==> config.mk <==
export PLATFORM = sky130hd
export DESIGN_NAME = frame_skew_meter
export DESIGN_NICKNAME = d
export VERILOG_FILES = /design/src/rtl/fsm_pkg.sv /design/src/rtl/fsm_edge_det.sv /design/src/rtl/fsm_arm_ctrl.sv /design/src/rtl/fsm_skew_cnt.sv /design/src/rtl/frame_skew_meter.sv
export SDC_FILE = /design/constraint.sdc
export NUM_CORES = 1
export LEC_CHECK = 0
export ABC_CLOCK_PERIOD_IN_PS = 2500
export BUFFER_PORTS_ARGS = -buffer_cell sky130_fd_sc_hd__buf_2
export CELL_PAD_IN_SITES_DETAIL_PLACEMENT = 0
export CELL_PAD_IN_SITES_GLOBAL_PLACEMENT = 1
export CORE_AREA = 5 5 73 75
export CTS_CLUSTER_DIAMETER = 80
export DETAILED_ROUTE_END_ITERATION = 8
export DIE_AREA = 0 0 78 80
export HOLD_SLACK_MARGIN = 0.02
export PLACE_DENSITY_LB_ADDON = 0.1
export REMOVE_ABC_BUFFERS = 1
export SLEW_MARGIN = 40
export SYNTH_ARGS = -nofsm -noshare
export SYNTH_HDL_FRONTEND = slang
export SYNTH_SLANG_ARGS = --single-unit
==> constraint.sdc <==
create_clock -name clk -period 2.5 [get_ports clk]
set_clock_uncertainty 0.05 [all_clocks]
set_input_delay 0 -clock clk [delete_from_list [all_inputs] [get_ports clk]]
set_output_delay 0 -clock clk [all_outputs]
set_load 0.05 [all_outputs]
==> src/rtl/fsm_pkg.sv <==
package fsm_pkg;

    // Measurement sequencer states
    typedef enum logic [1:0] {
        MS_IDLE  = 2'd0,
        MS_ARMED = 2'd1,
        MS_MEAS  = 2'd2,
        MS_DONE  = 2'd3
    } meas_state_e;

    // Reference edges the start bit must span while low to qualify
    localparam int unsigned QUAL_EDGES = 2;

    // Index of each observed input in the edge detector array
    localparam int unsigned SIG_FP  = 0;
    localparam int unsigned SIG_FE  = 1;
    localparam int unsigned SIG_NUM = 2;

    // True when a sample pair shows a transition toward the selected level
    function automatic logic edge_toward(input logic now_v, input logic prev_v,
                                         input logic want_high);
        return (now_v == want_high) && (prev_v != want_high);
    endfunction

endpackage

==> src/rtl/fsm_edge_det.sv <==
module fsm_edge_det
    import fsm_pkg::*;
(
    input  logic clk,
    input  logic rst,
    input  logic sig_i,
    input  logic rise_sel_i,
    output logic hit_o
);

    logic prev_q;

    always_ff @(posedge clk) begin
        if (rst) prev_q <= sig_i;
        else     prev_q <= sig_i;
    end

    always_comb hit_o = edge_toward(sig_i, prev_q, rise_sel_i);

    // a hit only ever follows a move toward the selected level
    p_edge_dir_r3: assert property (@(posedge clk) disable iff (rst)
        hit_o |-> (sig_i == rise_sel_i) && ($past(sig_i) != rise_sel_i));

endmodule

==> src/rtl/fsm_arm_ctrl.sv <==
module fsm_arm_ctrl
    import fsm_pkg::*;
(
    input  logic clk,
    input  logic rst,
    input  logic start_i,
    input  logic ref_hit_i,
    output logic open_o,
    output logic close_o,
    output logic run_o,
    output logic done_o
);

    localparam int unsigned QW = $clog2(QUAL_EDGES + 1);

    logic          start_q;
    logic [QW-1:0] low_edges;
    meas_state_e   st;
    logic          start_rise;
    logic          qualified;

    always_comb begin
        start_rise = start_i && !start_q;
        qualified  = (low_edges == QW'(QUAL_EDGES));
    end

    always_ff @(posedge clk) begin
        if (rst) begin
            start_q   <= 1'b0;
            low_edges <= '0;
            st        <= MS_IDLE;
        end else begin
            start_q <= start_i;
            if (start_i)
                low_edges <= '0;
            else if (ref_hit_i && !qualified)
                low_edges <= low_edges + 1'b1;

            case (st)
                MS_IDLE:  if (start_rise && qualified) st <= MS_ARMED;
                MS_ARMED: if (!start_i) st <= MS_IDLE;
                          else if (ref_hit_i) st <= MS_MEAS;
                MS_MEAS:  if (!start_i) st <= MS_IDLE;
                          else if (ref_hit_i) st <= MS_DONE;
                MS_DONE:  if (!start_i) st <= MS_IDLE;
                default:  st <= MS_IDLE;
            endcase
        end
    end

    always_comb begin
        open_o  = (st == MS_ARMED) && start_i && ref_hit_i;
        close_o = (st == MS_MEAS) && start_i && ref_hit_i;
        run_o   = (st == MS_MEAS) && start_i;
        done_o  = (st == MS_DONE);
    end

    // an unqualified rise leaves the sequencer idle
    p_no_arm_unqual_r1: assert property (@(posedge clk) disable iff (rst)
        (st == MS_IDLE && start_rise && !qualified) |=> (st == MS_IDLE));

    // an armed sequencer opens the window on a reference edge
    p_open_window_r2: assert property (@(posedge clk) disable iff (rst)
        (st == MS_ARMED && start_i && ref_hit_i) |=> (st == MS_MEAS));

    // a low start bit clears completion by the next cycle
    p_done_clear_r7: assert property (@(posedge clk) disable iff (rst)
        !start_i |=> !done_o);

    // completion holds while the start bit stays high
    p_done_hold_r8: assert property (@(posedge clk) disable iff (rst)
        (done_o && start_i) |=> done_o);

endmodule

==> src/rtl/fsm_skew_cnt.sv <==
module fsm_skew_cnt
    import fsm_pkg::*;
#(
    parameter int unsigned OFS_W = 12
) (
    input  logic             clk,
    input  logic             rst,
    input  logic             open_i,
    input  logic             run_i,
    input  logic             close_i,
    input  logic             ev_hit_i,
    output logic [OFS_W-1:0] ofs_o
);

    localparam logic [OFS_W-1:0] CNT_MAX = '1;
    localparam logic [OFS_W-1:0] CNT_ONE = OFS_W'(1);

    logic [OFS_W-1:0] cnt_q;
    logic [OFS_W-1:0] cap_q;
    logic             got_q;

    always_ff @(posedge clk) begin
        if (rst) begin
            cnt_q <= '0;
            cap_q <= '0;
            got_q <= 1'b0;
            ofs_o <= '0;
        end else if (open_i) begin
            cnt_q <= CNT_ONE;
            cap_q <= '0;
            got_q <= ev_hit_i;
        end else if (close_i) begin
            ofs_o <= got_q ? cap_q : CNT_MAX;
        end else if (run_i) begin
            if (cnt_q != CNT_MAX) cnt_q <= cnt_q + CNT_ONE;
            if (ev_hit_i && !got_q) begin
                cap_q <= cnt_q;
                got_q <= 1'b1;
            end
        end
    end

    // the running count never wraps past its maximum
    p_cnt_sat_r6: assert property (@(posedge clk) disable iff (rst)
        (run_i && !open_i && !close_i && cnt_q == CNT_MAX) |=> (cnt_q == CNT_MAX));

    // once an edge is captured, later edges leave the capture alone
    p_first_only_r5: assert property (@(posedge clk) disable iff (rst)
        (run_i && !open_i && !close_i && got_q) |=> (got_q && $stable(cap_q)));

    // the published result only moves at a window close
    p_ofs_hold_r8: assert property (@(posedge clk) disable iff (rst)
        !close_i |=> $stable(ofs_o));

endmodule

==> src/rtl/frame_skew_meter.sv <==
module frame_skew_meter
    import fsm_pkg::*;
#(
    parameter int unsigned OFS_W = 12
) (
    input  logic             clk,
    input  logic             rst,
    input  logic             fmt_gci_i,
    input  logic             fp_i,
    input  logic             fe_i,
    input  logic             start_i,
    output logic [OFS_W-1:0] skew_ofs_o,
    output logic             skew_done_o
);

    logic [SIG_NUM-1:0] raw_sig;
    logic [SIG_NUM-1:0] sig_hit;
    logic               win_open;
    logic               win_close;
    logic               win_run;

    always_comb begin
        raw_sig         = '0;
        raw_sig[SIG_FP] = fp_i;
        raw_sig[SIG_FE] = fe_i;
    end

    // Both inputs share one polarity choice driven by the bus format
    for (genvar g = 0; g < SIG_NUM; g++) begin : g_edge
        fsm_edge_det u_det (
            .clk        (clk),
            .rst        (rst),
            .sig_i      (raw_sig[g]),
            .rise_sel_i (fmt_gci_i),
            .hit_o      (sig_hit[g])
        );
    end

    fsm_arm_ctrl u_arm (
        .clk       (clk),
        .rst       (rst),
        .start_i   (start_i),
        .ref_hit_i (sig_hit[SIG_FP]),
        .open_o    (win_open),
        .close_o   (win_close),
        .run_o     (win_run),
        .done_o    (skew_done_o)
    );

    fsm_skew_cnt #(.OFS_W(OFS_W)) u_cnt (
        .clk      (clk),
        .rst      (rst),
        .open_i   (win_open),
        .run_i    (win_run),
        .close_i  (win_close),
        .ev_hit_i (sig_hit[SIG_FE]),
        .ofs_o    (skew_ofs_o)
    );

    // completion is only entered straight after a window close
    p_done_after_close_r2: assert property (@(posedge clk) disable iff (rst)
        $rose(skew_done_o) |-> $past(win_close));

endmodule

## After elaboration in Yosys (flattened, before gate mapping)

Index checks and enable logic that the tools add are counted.

- Word-level logic and storage cells: 69
- Output and inout port bits: 13
- Bits in registers: 44
- Input bits: 6

- Mux-type cells: 16
- Equality and inequality tests: 14
- Reduce and logical (&&, ||, !) cells: 25
- Bitwise gates (word level): 2
- Add/sub/neg operators: 2

Operator list:

| operator | number |
|---|---|
| $add 12x1->12 const B | 1 |
| $mux 12 | 1 |
| $mux 2 | 6 |
| $ne 12x12->1 const B | 1 |
| $reduce_and 3->1 | 4 |
| $logic_and 1x1->1 | 10 |
| $mux 1 | 8 |
| $pmux 2 s4 | 1 |
| $eq 2x2->1 const B | 3 |
| $ne 3x2->1 const B | 2 |
| $reduce_bool 2->1 | 3 |
| $ne 2x1->1 const B | 2 |
| $reduce_and 4->1 | 1 |
| $reduce_or 2->1 | 2 |
| $logic_not 1->1 | 3 |
| $add 2x1->2 const B | 1 |
| $eq 1x1->1 | 2 |
| $eq 2x1->1 const B | 1 |
| $logic_not 2->1 | 1 |
| $ne 1x1->1 | 2 |
| $ne 2x2->1 const B | 1 |
| $not 1->1 | 2 |
| $reduce_and 2->1 | 1 |

## Longest topological paths before layout

Gate-level depths: netlist of the first run.

- Depth after elaboration: 7
- Mapped depth: 6
- Gate-level depth less buffers: 5

## By module

Synthesis of the first run repeated with hierarchy kept, for this count alone.

- Cell total of the unflattened synthesis: 216
- Area total of the unflattened synthesis: 1881.8 um^2

Modules (own cells, without submodules):

| module | sequential area each (um^2) | cells an instance | times used | area an instance (um^2) |
|---|---|---|---|---|
| fsm_skew_cnt | 740.7 | 185 | 1 | 1560.2 |
| fsm_arm_ctrl | 100.1 | 23 | 1 | 236.5 |
| fsm_edge_det | 20.0 | 4 | 2 | 42.5 |

## Worst setup path after synthesis of the first run

Ideal clock, no wire load.

- Kind: flip-flop to flip-flop
- From: register g_edge[0].u_det.prev_q
- To: register u_cnt.cnt_q[8]
- Setup slack: 631 ps
- Cell stages (with the launch flop): 6
- Data arrival time: 1753 ps
- Required time: 2384 ps
- Buffers on the path: 1
- Clock period less this slack: 1869 ps
- Library setup time: 66 ps
- Cell sequence: dfxtp_1 > and3b_1 > or4_1 > buf_2 > or4_4 > a21oi_2

- Longest elaborated chain between the ends: 5
- Elaborated cells between the ends (all ways): 7
- Those cells by class: eq/ne: 1; bitwise: 1; reduce/logical: 5

Ends and longest elaborated chain:

| element | line | text |
|---|---|---|
| start, declared | fsm_edge_det.sv:11 | `logic prev_q;` |
| start signal, assigned | fsm_edge_det.sv:14 | `if (rst) prev_q <= sig_i;` |
| start signal, assigned | fsm_edge_det.sv:15 | `else prev_q <= sig_i;` |
| $ne 1x1->1 * | fsm_pkg.sv:22 | `return (now_v == want_high) && (prev_v != want_high);` |
| $logic_and 1x1->1 * | fsm_pkg.sv:22 |  |
| $logic_and 1x1->1 | fsm_arm_ctrl.sv:53 | `close_o = (st == MS_MEAS) && start_i && ref_hit_i;` |
| $not 1->1 (no source line) | - |  |
| $reduce_and 3->1 (no source line) | - |  |
| end signal, assigned | fsm_skew_cnt.sv:35 | `if (cnt_q != CNT_MAX) cnt_q <= cnt_q + CNT_ONE;` |
| end, declared | fsm_skew_cnt.sv:18 | `logic [OFS_W-1:0] cnt_q;` |

Every way passes the cells marked *; elsewhere a longest branch is shown, timed or not.
A chain may end at the register's enable or synchronous reset.

## Final worst setup path of the first run

- From: input fp_i
- To: register u_cnt.cnt_q[9]

- Longest elaborated chain between the ends: 5
- Elaborated cells between the ends (all ways): 7
- Those cells by class: eq/ne: 1; bitwise: 1; reduce/logical: 5

Ends and longest elaborated chain:

| element | line | text |
|---|---|---|
| start, declared | frame_skew_meter.sv:9 | `input logic fp_i,` |
| $eq 1x1->1 * | fsm_pkg.sv:22 |  |
| $logic_and 1x1->1 * | fsm_pkg.sv:22 |  |
| $logic_and 1x1->1 | fsm_arm_ctrl.sv:53 |  |
| $not 1->1 (no source line) | - |  |
| $reduce_and 3->1 (no source line) | - |  |

Marked as above.

==> results of run 1 <==
-- report_power, final --
part           switching [mW]  internal [mW]
registers             0.00234          0.704
logic                  0.0323         0.0174
clock network           0.260          0.301
total                   0.294           1.02
-- stage by stage --
stage / cells / area [sq um] / total power, mW
after CTS: 297 / 2180 / 1.33
after detailed placement: 286 / 2030 / 0.769
after global placement: 286 / 2030 / 0.767
after floorplan: 208 / 1830 / 0.747
after global routing: 297 / 2180 / 1.37
final: 297 / 2180 / 1.32
-- cells in the mapped netlist --
cell | instances | share of area (%)
nand3b_1 | 5 | 2.0
or4_4 | 1 | 0.60
o31ai_1 | 4 | 1.6
a22o_1 | 1 | 0.46
or3_1 | 3 | 0.99
and3b_1 | 1 | 0.46
a211oi_1 | 2 | 0.79
nor2_1 | 19 | 3.8
a21o_1 | 1 | 0.40
ha_1 | 2 | 1.3
dfxtp_1 | 44 | 47
a31oi_1 | 3 | 0.99
nand2_1 | 8 | 1.6
a41oi_1 | 2 | 0.93
inv_1 | 17 | 3.4
a2111oi_0 | 2 | 0.93
a311oi_1 | 12 | 5.6
nor3_2 | 1 | 0.53
a21oi_2 | 1 | 0.46
nor3b_1 | 1 | 0.40
or4_1 | 3 | 1.2
nor3_1 | 6 | 1.6
buf_2 | 4 | 1.1
xnor2_1 | 1 | 0.46
nand3_1 | 17 | 4.5
nor4b_1 | 2 | 0.93
and2_1 | 1 | 0.33
o41ai_1 | 1 | 0.46
o21ai_0 | 14 | 3.7
a211o_1 | 1 | 0.46
nor4_1 | 3 | 0.99
nand4_1 | 1 | 0.33
clkbuf_1 | 10 | 2.0
and3_1 | 1 | 0.33
mux2i_1 | 1 | 0.53
a21oi_1 | 24 | 6.4
or3b_2 | 2 | 0.93
-- kinds of logic after synthesis --
logic type,after synthesis,synth area share (%)
compound gates,68,23.1
buf+inv,31,6.43
flops,44,46.7
fa+ha+maj,2,1.33
xor+xnor,1,0.464
simple gates,75,21.5
mux,1,0.530
-- area by class of cell --
cell class / count / area (sq um) / share of cell area (%)
Multi-Input combinational cell: 147 / 886 / 40.7
Timing Repair Buffer: 27 / 165 / 7.58
Inverter: 17 / 63.8 / 2.93
Tap cell: 54 / 67.6 / 3.10
Sequential cell: 44 / 881 / 40.4
Clock buffer: 5 / 68.8 / 3.16
Clock inverter: 3 / 46.3 / 2.13
-- state kept, by name, indices dropped and copies added, names as in the netlist --
register             flops
u_arm.st                 2
u_arm.low_edges          2
u_cnt.cnt_q             12
u_cnt.got_q              1
g_edge.u_det.prev_q      2
u_cnt.ofs_o             12
u_arm.start_q            1
u_cnt.cap_q             12
-- worst paths after layout --
| path | end | depth (start not counted) | startpoint | slack [ps] |
|---|---|---|---|---|
| max | u_cnt.cnt_q[9] | 7 | fp_i | 440 |
| min reg2reg | u_cnt.ofs_o[3] | 2 | u_cnt.cap_q[3] | 410 |
| min | u_cnt.got_q | 2 | rst | 30 |
| max reg2reg | u_cnt.cnt_q[9] | 5 | g_edge[0].u_det.prev_q | 490 |
-- layer usage --
| layer | share of wire [%] | vias to the layer above | track usage, % |
|---|---|---|---|
| met4 | 0.35 | 0 | 4.90 |
| met5 | 0 | - | 0 |
| met2 | 46 | 34 | 22.6 |
| li1 | - | 856 | - |
| met3 | 5.4 | 2 | 4.06 |
| met1 | 49 | 786 | 19.1 |
==> results.yml, run 1 <==
outcome:
  status: "finished clean"
critical_path:
  cpLargestDelayFamily: "buffers and inverters"
  worstPathRequired_ps: 2630
  cp_max_fo: 18
  critical_path_class: "in -> reg"
  crit_path_max_incr_delay_ps: 530
  cp_slowest_cell: "dlygate4sd3_1"
  worstSetupStartpointType: "primary input"
  crit_arrival_ps: 2190
  cp-end-kind: "flip-flop"
  critical_path.cell_chain: "dlygate4sd3_1, buf_2, or3b_2, a211o_1, nand2_1, buf_4, nor3_1"
  crit_buf_inv: 3
floorplanning:
  fp-row-count: 25
  start_util_pct: 41.1
  num_io_pins: 19
  die_area_sq_mm: 0.00624
  core_sq_mm: 0.00460
  dieWidth_microns: 78
  fp.dieH_microns: 80
synthesis:
  syn_area_per_cell_sq_um: 8.50
  syn_inst: 222
  ys_ff_latch: 44
  synth_area_sq_mm: 0.00189
  yosysWarnings: 0
  synth_cell_types: 37
  yosysSeqAreaShare_pct: 46.7
route:
  drt_iter0_markers: 111
  wire_per_inst_microns: 14.6
  drt_pass1_iterations: 4
  routed_via_density: 5.65
  routed_wirelength_microns: 4330
  drc: 0
  detail-route-antenna-nets: 0
  vias: 1678
timing:
  worstMarginPinSlew_ps: 531
  slew_headroom_pct: 64.5
  hold_violations: 0
  slew_viol_final: 0
  layout_min_cycle_time_ps: 2060
  holdWs_ps: 31.9
  rsz0062_at_grt: "false"
  setup_tns_ps: 0
  fmax_ghz: 0.486
  fin_crit_sh_pct: 82.3
  setup_ws_ps: 443
  finalSetupViolCount: 0
placed_design:
  dp_slack_ps: 490
  port_buffers: 18
  hpwl_microns: 3050
  routabilityCongestion: 0.910
final_layout:
  syn_to_final_growth_pct: 15.4
  nets: 250
  drive_gt1_share_pct: 15.2
  antenna_cells: 0
  fillers: 444
  fin_util_pct: 47.4
  layout_common_cells: "dfxtp_1 (44), a21oi_1 (24), nor2_1 (19)"
  final_common_cell: "dfxtp_1"
grt:
  grt_max_degree: 25
  antenna_found_initial: 0
  grt_usage_pct: 14.5
  grt_pass1_wl_microns: 7250
  gr-total-overflow: 0
  grt_pass1_vias: 1523
clock_tree:
  cts_resized: 0
  root_buffer: "clkbuf_8"
  clk_path_buf_depth: 2
  cts_tree: "built"
  clk_pin_slew_ps: 90
  cts.htree.levels: 2
  worstSkewPairLatency_ps: 300
  numCtsBuffers: 5
  holdBufCountCts: 3
  post-cts-setup-buffers: 0
  clock_sinks: 44
min_path:
  hp-class: "in -> reg"
job:
  cap_viol_max_count: 0
power:
  powerDensity_mw_per_mm2: 605
  irDropWorstVdd_mv: 0.202
  p_leak_nw: 0.712
(Power assumes the default switching activity.)
==> inputs of run 2 (changes only) <==
- ABC_AREA: default -> 1
- ABC_CLOCK_PERIOD_IN_PS: 2500 -> 2100
- CORE_AREA: 5 5 73 75 -> 5 5 76 78
- DIE_AREA: 0 0 78 80 -> 0 0 81 83
- clock period: 2.5 -> 2.1 ns (I/O delays scaled with it)
==> run 2 against run 1 <==
  * Area after synthesis is 8.3% higher
  * Combinational power grew to 6.0 times the previous value
  * Clock power is 60% higher
  * Critical path type is now reg -> reg
  * Clock-buffer cell count stayed put
  * Synthesized cell count is 27% higher
  * Critical endpoint unchanged
  * Setup slack worse by 190 ps
  * Utilization is 1.2 points higher
==> results.yml, run 2 <==
timing:
  worstMarginPinSlew_ps: 463
  setup_tns_ps: 0
  fin_crit_sh_pct: 87.8
  finalSetupViolCount: 0
  slew_viol_final: 0
  slew_headroom_pct: 69.0
  hold_violations: 0
  fmax_ghz: 0.542
  layout_min_cycle_time_ps: 1840
  rsz0062_at_grt: "false"
synthesis:
  synthArstFlopShare_pct: 0
  synth_area_sq_mm: 0.00205
  yosysSeqAreaShare_pct: 43.1
  synth_cell_types: 25
  yosys-top-cells-count: "nor2_1 (57), nand2_1 (50), dfxtp_1 (44), o21ai_0 (25), inv_1 (17)"
  synthMostInstantiatedCell: "nor2_1"
  ys.flop_type: "dfxtp_1"
  yosysWarnings: 0
  synth_edf_count: 0
  yosysTopAreaCellShare_pct: 43.1
  syn_inst: 281
  ys_ff_latch: 44
  synth_top_area_cell: "dfxtp_1"
  syn_area_per_cell_sq_um: 7.28
  synth.area.top_cells: "dfxtp_1 (43%), nor2_1 (10%), nand2_1 (9.2%), o21ai_0 (6.1%), a21oi_2 (4.3%)"
clock_tree:
  clock_sinks: 44
  cts_resized: 0
  post-cts-setup-buffers: 0
  clk_path_buf_depth: 2
  numCtsBuffers: 5
  holdBufCountCts: 5
  cts.htree.levels: 2
  cts_tree: "built"
  root_buffer: "clkbuf_8"
  worstSkewPairLatency_ps: 300
  clk_pin_slew_ps: 90
route:
  detail-route-antenna-nets: 0
  wire_per_inst_microns: 11.9
  drc: 0
  drt_pass1_iterations: 4
  drt_iter0_markers: 73
  routed_via_density: 4.58
  routed_wirelength_microns: 4520
  vias: 1734
final_layout:
  final_common_cell: "nor2_1"
  fin_util_pct: 48.5
  ff_latch_area_sq_um: 881
  nets: 316
  largest_registers: "u_cnt.cap_q x12, u_cnt.cnt_q x12, u_cnt.ofs_o x12"
  layout_common_cells: "nor2_1 (57), nand2_1 (50), dfxtp_1 (44)"
  syn_to_final_growth_pct: 18.8
  drive_gt1_share_pct: 21.4
  multi_input_area_sq_mm: 0.00102
  antenna_cells: 0
  fillers: 544
critical_path:
  r2r-end: "u_cnt.cnt_q[9]"
  worstPathRequired_ps: 2290
  ff2ff_path_depth: 7
  r2r_setup_slack_ps: 260
  regToRegStartpoint: "u_cnt.cnt_q[0]"
  cp-end-kind: "flip-flop"
  crit_arrival_ps: 2030
  worstSetupStartpointType: "flip-flop"
  critical_path_class: "reg -> reg"
  cp_max_fo: 11
grt:
  grt_usage_pct: 14.6
  antenna_found_initial: 0
  grt_pass1_vias: 1734
  gr-total-overflow: 0
  grt_max_degree: 17
  grt_pass1_wl_microns: 7870
power:
  irDropWorstVdd_mv: 0.393
  powerDensity_mw_per_mm2: 877
  p_leak_nw: 1.05
placed_design:
  routabilityCongestion: 0.829
  hpwl_microns: 3290
  port_buffers: 18
floorplanning:
  start_util_pct: 40.8
  core_sq_mm: 0.00501
  fp-row-count: 26
  num_io_pins: 19
  fp.dieH_microns: 83
  dieWidth_microns: 81
  die_area_sq_mm: 0.00672
min_path:
  hp-class: "in -> reg"
  min-delay-start: "fmt_gci_i"
  min_to: "u_cnt.got_q"
  hold_depth: 6
job:
  cap_viol_max_count: 0
outcome:
  status: "finished clean"
## run 2: how the worst max path moves through the flow
stage | start | end | slack, ps | cells after the start
5_1_grt | u_cnt.cnt_q[0] | u_cnt.cnt_q[3] | 60 | 7
3_5_place_dp | u_cnt.cnt_q[0] | u_cnt.cnt_q[10] | 240 | 7
2_1_floorplan | u_cnt.cnt_q[0] | u_cnt.cnt_q[0] | 550 | 9
3_3_place_gp | u_cnt.cnt_q[0] | u_cnt.cnt_q[5] | 330 | 7
6_report | u_cnt.cnt_q[0] | u_cnt.cnt_q[9] | 260 | 7
4_1_cts | u_cnt.cnt_q[0] | u_cnt.cnt_q[10] | 220 | 7
## run 2: cells by family after synthesis
| logic type | share of synthesized area, % |
|---|---|
| simple gates | 33.0 |
| compound gates | 12.8 |
| flops | 43.1 |
| buf+inv | 6.85 |
| xor+xnor | 3.00 |
| fa+ha+maj | 1.22 |
## run 2: area by class of cell
class | count | share of cell area [%]
well taps | 70 | 3.60
clock buffers | 5 | 2.83
multi-input cells | 205 | 42.2
repair buffers | 31 | 8.23
flip-flops and latches | 44 | 36.2
clock inverters | 3 | 3.71
inverters | 21 | 3.24
## run 2: worst max-delay path, stage by stage, from the launching register on
cell	delay (ps)
dfxtp_1	470
ha_1	270
nand3_1	150
inv_1	130
nand3_1	90
nand3_1	350
nand2_1	120
a21oi_2	150
## run 2: power breakdown
group | switching [mW] | internal, mW | leakage, nW
registers | 0.0518 | 0.882 | 0.356
clock network | 0.303 | 0.595 | 0.0784
logic | 0.208 | 0.0911 | 0.616
## run 2: through the flow
| stage | total power [mW] | instance area, sq um | hold slack, ps | instances | setup slack (ps) |
|---|---|---|---|---|---|
| 4_1_cts | 2.16 | 2430 | 91.2 | 379 | 218 |
| 3_3_place_gp | 1.25 | 2220 | 74.5 | 366 | 334 |
| 3_5_place_dp | 1.25 | 2220 | 81.5 | 366 | 242 |
| 6_report | 2.13 | 2430 | 93.8 | 379 | 256 |
| 5_1_grt | 2.23 | 2430 | 147 | 379 | 60.4 |
| 2_1_floorplan | 1.17 | 1980 | -22.3 | 270 | 553 |
## run 2: metal layers
metal / up-vias / part of all wire [%] / wire [microns] / global-route usage [%]
li1: 950 / - / - / -
met1: 759 / 52 / 2370 / 18.9
met5: - / 0 / 0 / 0
met4: 0 / 1.0 / 47 / 5.53
met3: 5 / 2.6 / 118 / 2.71
met2: 20 / 44 / 1990 / 23.7
==> inputs of run 3 (changes only) <==
- CAP_MARGIN: default -> 15
- PLACE_DENSITY: default -> 0.75
- PLACE_DENSITY_LB_ADDON: 0.1 -> default
==> run 3 against run 2 <==
  * Sequential power fell by 0.4%
  * First-iteration DRC count shrank 21%
  * Flip-flop and latch count stayed put
  * Clock power decreased by 26%
  * Via count down 0.35%
  * Clock-buffer cell count unchanged
  * Global-route usage shrank 0.34 points
  * Largest power group unchanged
  * Highest routed layer unchanged
==> results.yml, run 3 (synthesis results as in run 2) <==
clock_tree:
  numCtsBuffers: 5
  cts_resized: 0
  worstSkewPairLatency_ps: 300
  clk_pin_slew_ps: 90
  cts_tree: "built"
  holdBufCountCts: 5
  cts.htree.levels: 2
  root_buffer: "clkbuf_8"
  clock_sinks: 44
  clk_path_buf_depth: 2
  post-cts-setup-buffers: 0
final_layout:
  fin_util_pct: 47.7
  nets: 316
  syn_to_final_growth_pct: 16.8
  final_common_cell: "nor2_1"
  final_cells: 379
  antenna_cells: 0
  layout_common_cells: "nor2_1 (57), nand2_1 (50), dfxtp_1 (44)"
  drive_gt1_share_pct: 21.4
  fin_area_sq_mm: 0.00239
  fillers: 536
  largest_registers: "u_cnt.cap_q x12, u_cnt.cnt_q x12, u_cnt.ofs_o x12"
critical_path:
  cp-end-kind: "flip-flop"
  ff2ff_path_depth: 7
  regToRegStartpoint: "u_cnt.cnt_q[0]"
  worstSetupStartpointType: "flip-flop"
  critical_path_class: "reg -> reg"
  worstPathRequired_ps: 2290
  r2r-end: "u_cnt.cnt_q[5]"
  crit_arrival_ps: 2000
  cp_max_fo: 11
  r2r_setup_slack_ps: 290
  startpoint: "u_cnt.cnt_q[0]"
power:
  p_sw_uw: 569
  seq_power_share_pct: 48.9
  powerDensity_mw_per_mm2: 796
  p_leak_nw: 1.03
  power_frac_comb_pct: 15.9
  irDropWorstVdd_mv: 0.410
  p_int_mw: 1.33
  p_sw_share_pct: 29.9
  power_frac_clock_pct: 35.2
  p_total_mw: 1.90
timing:
  slew_headroom_pct: 69.2
  fin_crit_sh_pct: 86.1
  layout_min_cycle_time_ps: 1810
  finalSetupViolCount: 0
  hold_violations: 0
  holdWs_ps: 86.8
  setup_tns_ps: 0
  setup_ws_ps: 292
  slew_viol_final: 0
  rsz0062_at_grt: "false"
  fmax_ghz: 0.553
  worstMarginPinSlew_ps: 462
placed_design:
  hpwl_microns: 3170
  port_buffers: 18
  dpl.cell_count: 366
  post_dp_cell_area_sq_mm: 0.00222
  dp_slack_ps: 269
  routabilityCongestion: 0.890
min_path:
  min_to: "u_cnt.got_q"
  hp-class: "in -> reg"
  hold_depth: 6
  min-delay-start: "fmt_gci_i"
route:
  drt_iter0_markers: 58
  vias: 1728
  detail-route-antenna-nets: 0
  routed_wirelength_microns: 4330
  routed_via_density: 4.56
  drc: 0
  wire_per_inst_microns: 11.4
  drt_pass1_iterations: 4
grt:
  grt_max_degree: 17
  grt_pass1_vias: 1644
  gr-total-overflow: 0
  grt_usage_pct: 14.3
  antenna_found_initial: 0
  grt_pass1_wl_microns: 7550
floorplanning:
  fp-row-count: 26
  die_area_sq_mm: 0.00672
  core_sq_mm: 0.00501
  num_io_pins: 19
  fp.dieH_microns: 83
  start_util_pct: 40.8
  dieWidth_microns: 81
outcome:
  status: "finished clean"
job:
  cap_viol_max_count: 0
run 3: critical path, stage by stage (launching register included):
cell	delay [ps]
dfxtp_1	470
ha_1	270
nand3_1	150
inv_1	130
nand3_1	80
nand3_1	330
nand2_1	120
a21oi_2	140
run 3: worst max path at each step:
stage	endpoint	slack (ps)	cells after the start
2_1_floorplan	u_cnt.cnt_q[0]	550	9
3_3_place_gp	u_cnt.cnt_q[6]	370	7
3_5_place_dp	u_cnt.cnt_q[3]	270	7
4_1_cts	u_cnt.cnt_q[8]	270	7
5_1_grt	u_cnt.cnt_q[2]	110	7
6_report	u_cnt.cnt_q[5]	290	7
run 3: layout make-up:
class / count / area (sq um) / share of cell area (%)
clock inverter: 3 / 47.5 / 1.99
inverter: 21 / 78.8 / 3.30
sequential: 44 / 881 / 36.9
tap: 70 / 87.6 / 3.67
timing repair buffer: 31 / 200 / 8.38
clock buffer: 5 / 68.8 / 2.88
multi-input combinational: 205 / 1020 / 42.9
run 3: routing by layer:
metal,GRT usage (%),vias to the layer above,wire length (microns)
met1,19.4,760,2280
met2,21.9,17,1900
met4,5.99,0,61
li1,-,945,-
met3,2.60,6,84
met5,0,-,0
run 3: power groups by stage:
stage / Clock [mW] / Combinational, mW / Sequential (mW)
5_1_grt: 0.715 / 0.351 / 0.937
2_1_floorplan: 0 / 0.182 / 0.989
6_report: 0.669 / 0.301 / 0.930
3_5_place_dp: 0 / 0.298 / 0.950
4_1_cts: 0.693 / 0.306 / 0.931
3_3_place_gp: 0 / 0.297 / 0.950
